File: config.mk
export PLATFORM = sky130hd
export DESIGN_NAME = cke_gen
export DESIGN_NICKNAME = d
export VERILOG_FILES = /design/src/rtl/cke_pkg.sv /design/src/rtl/cke_vid_div.sv /design/src/rtl/cke_cpu_div.sv /design/src/rtl/cke_ref_lvl.sv /design/src/rtl/cke_gen.sv
export SDC_FILE = /design/constraint.sdc
export NUM_CORES = 1
export LEC_CHECK = 0
export ABC_AREA = 1
export ABC_CLOCK_PERIOD_IN_PS = 3500
export BUFFER_PORTS_ARGS = -buffer_cell sky130_fd_sc_hd__buf_2
export CAP_MARGIN = 40
export CORE_MARGIN = 4
export CORE_UTILIZATION = 26
export DETAILED_ROUTE_END_ITERATION = 10
export HOLD_SLACK_MARGIN = 0.05
export PLACE_DENSITY_LB_ADDON = 0.1
export SYNTH_ARGS = -nofsm -noshare
export SYNTH_HDL_FRONTEND = slang
export SYNTH_SLANG_ARGS = --single-unit
File: constraint.sdc
create_clock -name clk -period 3.5 [get_ports clk]
set_input_delay 0.175 -clock clk [delete_from_list [all_inputs] [get_ports clk]]
set_output_delay 0.175 -clock clk [all_outputs]
set_load 0.05 [all_outputs]
File: src/rtl/cke_pkg.sv
package cke_pkg;
  // Next value of a counter that wraps to zero at 'modulus'.
  function automatic int unsigned step_mod(input int unsigned cur, input int unsigned modulus);
    return (cur + 1 >= modulus) ? 0 : cur + 1;
  endfunction

  // Count position at which the processor phase falls, given its high time in video periods.
  function automatic int unsigned cpu_fall_pos(input int unsigned hi_vids);
    return hi_vids % 3;
  endfunction

  localparam int unsigned CPU_RATIO = 3;
  localparam int unsigned PER_POS   = 1;
endpackage

File: src/rtl/cke_vid_div.sv
module cke_vid_div #(
  parameter int unsigned VID_DIV = 28,
  localparam int unsigned VW = $clog2(VID_DIV)
) (
  input  logic clk,
  input  logic rst,
  input  logic run,
  output logic vid_rise_en,
  output logic vid_fall_en
);
  import cke_pkg::*;

  logic [VW-1:0] vcnt;
  logic          tick;

  assign tick = run && !rst;

  always_ff @(posedge clk) begin
    if (rst)      vcnt <= '0;
    else if (run) vcnt <= VW'(step_mod(32'(vcnt), VID_DIV));
  end

  assign vid_rise_en = tick && (vcnt == VW'(VID_DIV - 1));
  assign vid_fall_en = tick && (vcnt == VW'(VID_DIV / 2 - 1));


  vid_rise_one_cycle_chk: assert property (@(posedge clk) disable iff (rst)
    vid_rise_en |=> !vid_rise_en);

  vcnt_range_chk: assert property (@(posedge clk) disable iff (rst)
    vcnt < VW'(VID_DIV));

  vcnt_hold_chk: assert property (@(posedge clk) disable iff (rst)
    !run |=> $stable(vcnt));
endmodule

File: src/rtl/cke_cpu_div.sv
module cke_cpu_div #(
  parameter int unsigned CPU_HI_VIDS = 2
) (
  input  logic clk,
  input  logic rst,
  input  logic vid_rise_en,
  output logic cpu_rise_en,
  output logic cpu_fall_en,
  output logic per_en
);
  import cke_pkg::*;

  localparam int unsigned FALL_POS = cpu_fall_pos(CPU_HI_VIDS);

  logic [1:0] ccnt;

  always_ff @(posedge clk) begin
    if (rst)              ccnt <= '0;
    else if (vid_rise_en) ccnt <= 2'(step_mod(32'(ccnt), CPU_RATIO));
  end

  assign cpu_rise_en = vid_rise_en && (ccnt == 2'd0);
  assign cpu_fall_en = vid_rise_en && (ccnt == 2'(FALL_POS));
  assign per_en      = vid_rise_en && (ccnt == 2'(PER_POS));


  per_follows_rise_chk: assert property (@(posedge clk) disable iff (rst)
    cpu_rise_en |=> (ccnt == 2'(PER_POS)));

  ccnt_hold_chk: assert property (@(posedge clk) disable iff (rst)
    !vid_rise_en |=> $stable(ccnt));

  ccnt_range_chk: assert property (@(posedge clk) disable iff (rst)
    ccnt != 2'd3);
endmodule

File: src/rtl/cke_ref_lvl.sv
module cke_ref_lvl (
  input  logic clk,
  input  logic rst,
  input  logic set_en,
  input  logic clr_en,
  output logic lvl
);
  always_ff @(posedge clk) begin
    if (rst)         lvl <= 1'b0;
    else if (set_en) lvl <= 1'b1;
    else if (clr_en) lvl <= 1'b0;
  end


  ref_set_chk: assert property (@(posedge clk) disable iff (rst)
    set_en |=> lvl);

  ref_clr_chk: assert property (@(posedge clk) disable iff (rst)
    (clr_en && !set_en) |=> !lvl);

  ref_hold_chk: assert property (@(posedge clk) disable iff (rst)
    (!set_en && !clr_en) |=> $stable(lvl));
endmodule

File: src/rtl/cke_gen.sv
module cke_gen #(
  parameter int unsigned VID_DIV     = 28,
  parameter int unsigned CPU_HI_VIDS = 2
) (
  input  logic clk,
  input  logic rst,
  input  logic run,
  output logic vid_rise_en,
  output logic vid_fall_en,
  output logic cpu_rise_en,
  output logic cpu_fall_en,
  output logic per_en,
  output logic vid_ref,
  output logic cpu_ref
);
  localparam int unsigned NREF = 2;

  logic [NREF-1:0] ref_set;
  logic [NREF-1:0] ref_clr;
  logic [NREF-1:0] ref_lvl;

  cke_vid_div #(.VID_DIV(VID_DIV)) u_vid (
    .clk(clk), .rst(rst), .run(run),
    .vid_rise_en(vid_rise_en), .vid_fall_en(vid_fall_en)
  );

  cke_cpu_div #(.CPU_HI_VIDS(CPU_HI_VIDS)) u_cpu (
    .clk(clk), .rst(rst), .vid_rise_en(vid_rise_en),
    .cpu_rise_en(cpu_rise_en), .cpu_fall_en(cpu_fall_en), .per_en(per_en)
  );

  assign ref_set = {cpu_rise_en, vid_rise_en};
  assign ref_clr = {cpu_fall_en, vid_fall_en};

  for (genvar g = 0; g < NREF; g++) begin : g_ref
    cke_ref_lvl u_lvl (
      .clk(clk), .rst(rst), .set_en(ref_set[g]), .clr_en(ref_clr[g]), .lvl(ref_lvl[g])
    );
  end

  assign vid_ref = ref_lvl[0];
  assign cpu_ref = ref_lvl[1];


  idle_quiet_chk: assert property (@(posedge clk) disable iff (rst)
    !run |-> !(vid_rise_en || vid_fall_en || cpu_rise_en || cpu_fall_en || per_en));

  vid_edges_apart_chk: assert property (@(posedge clk) disable iff (rst)
    !(vid_rise_en && vid_fall_en));

  cpu_strobes_excl_chk: assert property (@(posedge clk) disable iff (rst)
    $onehot0({cpu_rise_en, cpu_fall_en, per_en}));

  cpu_on_vid_chk: assert property (@(posedge clk) disable iff (rst)
    (cpu_rise_en || cpu_fall_en || per_en) |-> (vid_rise_en && !vid_fall_en));
endmodule

# Yosys cells after proc, flatten, opt, wreduce, memory -nomap -nowiden
# Cells that the tools add are included.
# word_totals
out_inout_bits	7
ff_bits	9
# op_classes
mux	6
addsub	2
n_eq_ne	4
n_lt_le_gt_ge	2
n_reduce_logical	10
# op_table
cell	n
adder 5 x 1 -> 6 bit, second input constant	1
>= comparator 6 x 5 -> 1 bit, second input constant	1
logical AND 1 bit	6
equality test 5 x 4 -> 1 bit, second input constant	1
equality test 5 bit, second input constant	1
two-way mux 5 bit	1
two-way mux 1 bit	4
nonzero test 2 bit	2
adder 2 x 1 -> 3 bit, second input constant	1
>= comparator 3 x 2 -> 1 bit, second input constant	1
equality test 2 x 1 -> 1 bit, second input constant	1
equality test 2 bit, second input constant	1
zero test 2 bit	1
two-way mux 2 bit	1
zero test 1 bit	1

# Logic depth before layout (Yosys ltp)
# depth
ltp_word	6
ltp_mapped	10

# By module
# Synthesis repeated with hierarchy kept, for this count alone.
# hier_totals
hier_cells	71
hier_area_um2	513.0
# by_module_without_submodules
mod	cells_each	seq_area_each_um2	n_inst	area_per_inst_um2
cke_vid_div	47	100.1	1	342.8
cke_cpu_div	14	40.0	1	90.1
cke_ref_lvl	5	20.0	2	40.0

# Least setup slack after synthesis
# No wires, ideal clock.
# synth_path
path_type	flip-flop to output port
start	register u_vid.vcnt[0]
end	output per_en
required_time_ns	3.325
t_arrival_ns	1.919
path_stages_with_launch	6
n_path_buf	0
path_slack_ns	1.406
cell_sequence	dfxtp_1 -> ha_1 -> nand2_1 -> nor2_2 -> nand2_4 -> nor3_1
# synth_between
elab_chain_cells	3
# synth_lines
element	line_no	text
start: declaration	cke_vid_div.sv:13	logic [VW-1:0] vcnt;
start signal: assignment	cke_vid_div.sv:20	else if (run) vcnt <= VW'(step_mod(32'(vcnt), VID_DIV));
equality test 5 bit	cke_vid_div.sv:23	assign vid_rise_en = tick && (vcnt == VW'(VID_DIV - 1));
logical AND 1 bit	cke_vid_div.sv:23	
logical AND 1 bit	cke_cpu_div.sv:24	assign per_en = vid_rise_en && (ccnt == 2'(PER_POS));
end: declaration	cke_gen.sv:12	output logic per_en,
# No other way between the ends.

# Worst setup path after layout
# layout_path
start	register u_vid.vcnt[0]
end	output cpu_fall_en
# layout_between
elab_chain_cells	3
# layout_lines
element	line_no	text
equality test 5 bit	cke_vid_div.sv:23	
logical AND 1 bit	cke_vid_div.sv:23	
logical AND 1 bit	cke_cpu_div.sv:23	assign cpu_fall_en = vid_rise_en && (ccnt == 2'(FALL_POS));
end: declaration	cke_gen.sv:11	output logic cpu_fall_en,
# No other way between the ends.

==> impl_results.md <==
* Total negative slack at 0 ns
* Slack of the critical path at roughly 1.6 ns
* Slowest cell on the critical path: dfxtp_1
* Seq/Total Area, Yosys at 0.321
* Final hold violation count at 0
* Clock buffer depth at 2
* RR Startpoint: u_vid.vcnt[0]$_SDFFE_PP0P_
* Chip Width at 54.4 um
* Routed length per instance at 9.33 um
* Buf/Inv on CP at 2
* Actual slew at the worst max-slew pin at 0.247 ns
* Grt total ovfl at 0
* Number of distinct library cells after synthesis at 21
* Syn Std Cell Area at 561 um2
* Worst path cell trace: ha_1 > nand2_1 > nor2_2 > nand2_4 > clkinv_4 > nand2_1 > nor2_1 > buf_2
* Tcrit/Tclk final at 0.537
* Tot GR Track Use at 0.0914
* Post-Layout Cell Count at 116
* Crit end category: output port
* Crit path time final at 1.88 ns
* Setup Buffers After CTS at 0
* CP Launch Type: flop
* CP peak stage delay at between 0.4 and 0.5 ns
* Initial antenna violation count at 0
* Max_slew headroom at 0.835
* HP Class: input port to flop
* 1st-pass router iterations at 4
* IO Count at 10
* Post-DP HPWL at 874 um
* CTS buffer count at 3
* Rows at 16
* Reg2reg path depth at 10
* DRC errors left at 0
* Clk_skew at 0.00931 ns
* CTS Hold Bufs at 0
* DIE AREA at 2960 um2
* Worst R2R Setup Slack at 2.12 ns
* Initial Util at 0.280
* Post-CTS sizing at 0
* Buffers on Ports at 9
* Mapped Cells at 77
* H-tree Lvls at 1
* GP Congestion at approximately 0.78
* Total Power at 0.000202 W
* Endpoints failing setup at 0
* Maximum fanout along the worst path at 6
* DRT antenna net count at 0
* Placed Cells at 112
* Root buffer cell: clkbuf_4
* Max-slew violations at 0
* Vias after detailed routing at 483
* Status: completed
* Hold depth at 2
* Vias per std cell at 4.16
* CP required at ~3.3 ns
* CP top delay family: simple AND/OR/NAND/NOR gates
* Die height at 54.4 um
* Maximum clock rate at 532 MHz
* Largest net degree at the start of global routing at 11
* Area grow syn2layout at 16.5%
* RSZ-0062 raised after global routing: no
* Core area at 2000 um2
* Global-route wire length before repair at between 1.5 and 2 mm
* Crit Path Category: flop to output port
* Detailed Route WL at 1.08 mm
* Most frequent CP cell: nand2_1
* WP data arrival at 1.71 ns
* Layout Nets at 95
* Flip-flop and latch count after synthesis at 9
* Clock sink count at 9
* End of the worst register-to-register path: u_vid.vcnt[4]$_SDFFE_PP0P_
* PwrDens at 310 nW/um2
* Ys Warns at 0
* Vias in the first global route at 405
* Syn Area/Cell at 7.28 um2
* DR iter-0 viols at 12
* Hold path start: rst
* CTS tree: built
* Peak VDD IR at 0.191 mV
* Layout cells sized above 1 at 0.303
* Later-pin clock latency in the skew report at 0.26 ns
* Worst-path clk slew at ~0.07 ns
* Max Cap Violations at 0
* Pleak at 0.317 nW
* Syn Nets at about 80
* N_diodes at 0
* Pre-CTS setup slack at 1.88 ns
* Hold EP: u_cpu.ccnt[0]$_SDFFE_PP0P_
[logic make-up (layout without fill, tap and decap cells)]
family          Yosys count  after routing  synth area share
simple gates             41             41             0.400
buf+inv                  16             28             0.134
compound gates            9              9             0.100
flops                     9              9             0.321
fa+ha+maj                 2              2            0.0446
[Yosys cell counts (all sizes together)]
library cell   n  area share
dfxtp          9        0.32
nand3          4       0.058
a21oi          7       0.076
a21o           1       0.016
nor2           8       0.076
nor3           2       0.018
nand2         21        0.18
nand4          5       0.056
o21ai          1      0.0089
clkinv         1       0.016
or2            1       0.016
clkbuf         1       0.025
inv           14       0.094
ha             2       0.045
[area by class of cell]
cell class | count | area (um2)
multi-input cells | 52 | 305
repair buffers | 9 | 45.0
well taps | 27 | 33.8
flip-flops and latches | 9 | 180
fillers | 227 | 1350
clock inverters | 1 | 5.00
clock buffers | 3 | 22.5
inverters | 15 | 61.3
[state kept, by name (all words and copies together) (netlist names)]
signal / count
u_cpu.ccnt: 2
g_ref.u_lvl.lvl: 2
u_vid.vcnt: 5
[layer usage]
layer	track usage	part of all wire
met2	0.125	0.44
met5	0	0
met4	0.0249	0.0092
met1	0.122	0.48
met3	0.0490	0.063
[stage by stage]
step                      hold slack [ns]  utilization  area [um2]
after detailed placement            0.452        0.313         626
after CTS                           0.224        0.326         653
final                               0.230        0.326         653
after floorplan                     0.337            -         561
after global placement              0.464        0.313         626
after global routing                0.241        0.326         653
[worst max path at each step]
stage	start	to	depth (start not counted)
2_1_floorplan	u_vid.vcnt[0]$_SDFFE_PP0P_	per_en	5
3_3_place_gp	u_vid.vcnt[0]$_SDFFE_PP0P_	cpu_fall_en	8
3_5_place_dp	u_vid.vcnt[0]$_SDFFE_PP0P_	cpu_fall_en	8
5_1_grt	u_vid.vcnt[0]$_SDFFE_PP0P_	cpu_fall_en	8
6_report	u_vid.vcnt[0]$_SDFFE_PP0P_	cpu_fall_en	8
4_1_cts	u_vid.vcnt[0]$_SDFFE_PP0P_	cpu_fall_en	8
[where the power goes]
group           total, W  internal (W)  leakage [nW]  switching [W]
sequential      0.000107      0.000104        0.0729     0.00000285
combinational  0.0000152    0.00000558         0.227     0.00000967
clock          0.0000798     0.0000421        0.0177      0.0000377
[placed cells by master, fill, tap and decap left out, types with 2 or more instances in the layout]
master     n
a21oi_1    5
a21oi_2    2
buf_2      9
clkbuf_4   3
dfxtp_1    9
ha_1       2
inv_1     13
nand2_1   17
nand2_2    2
nand2_4    2
nand3_1    3
nand4_1    5
nor2_1     5
nor2_2     2
nor3_1     2
Note: power is estimated with default switching activity, not from simulation.
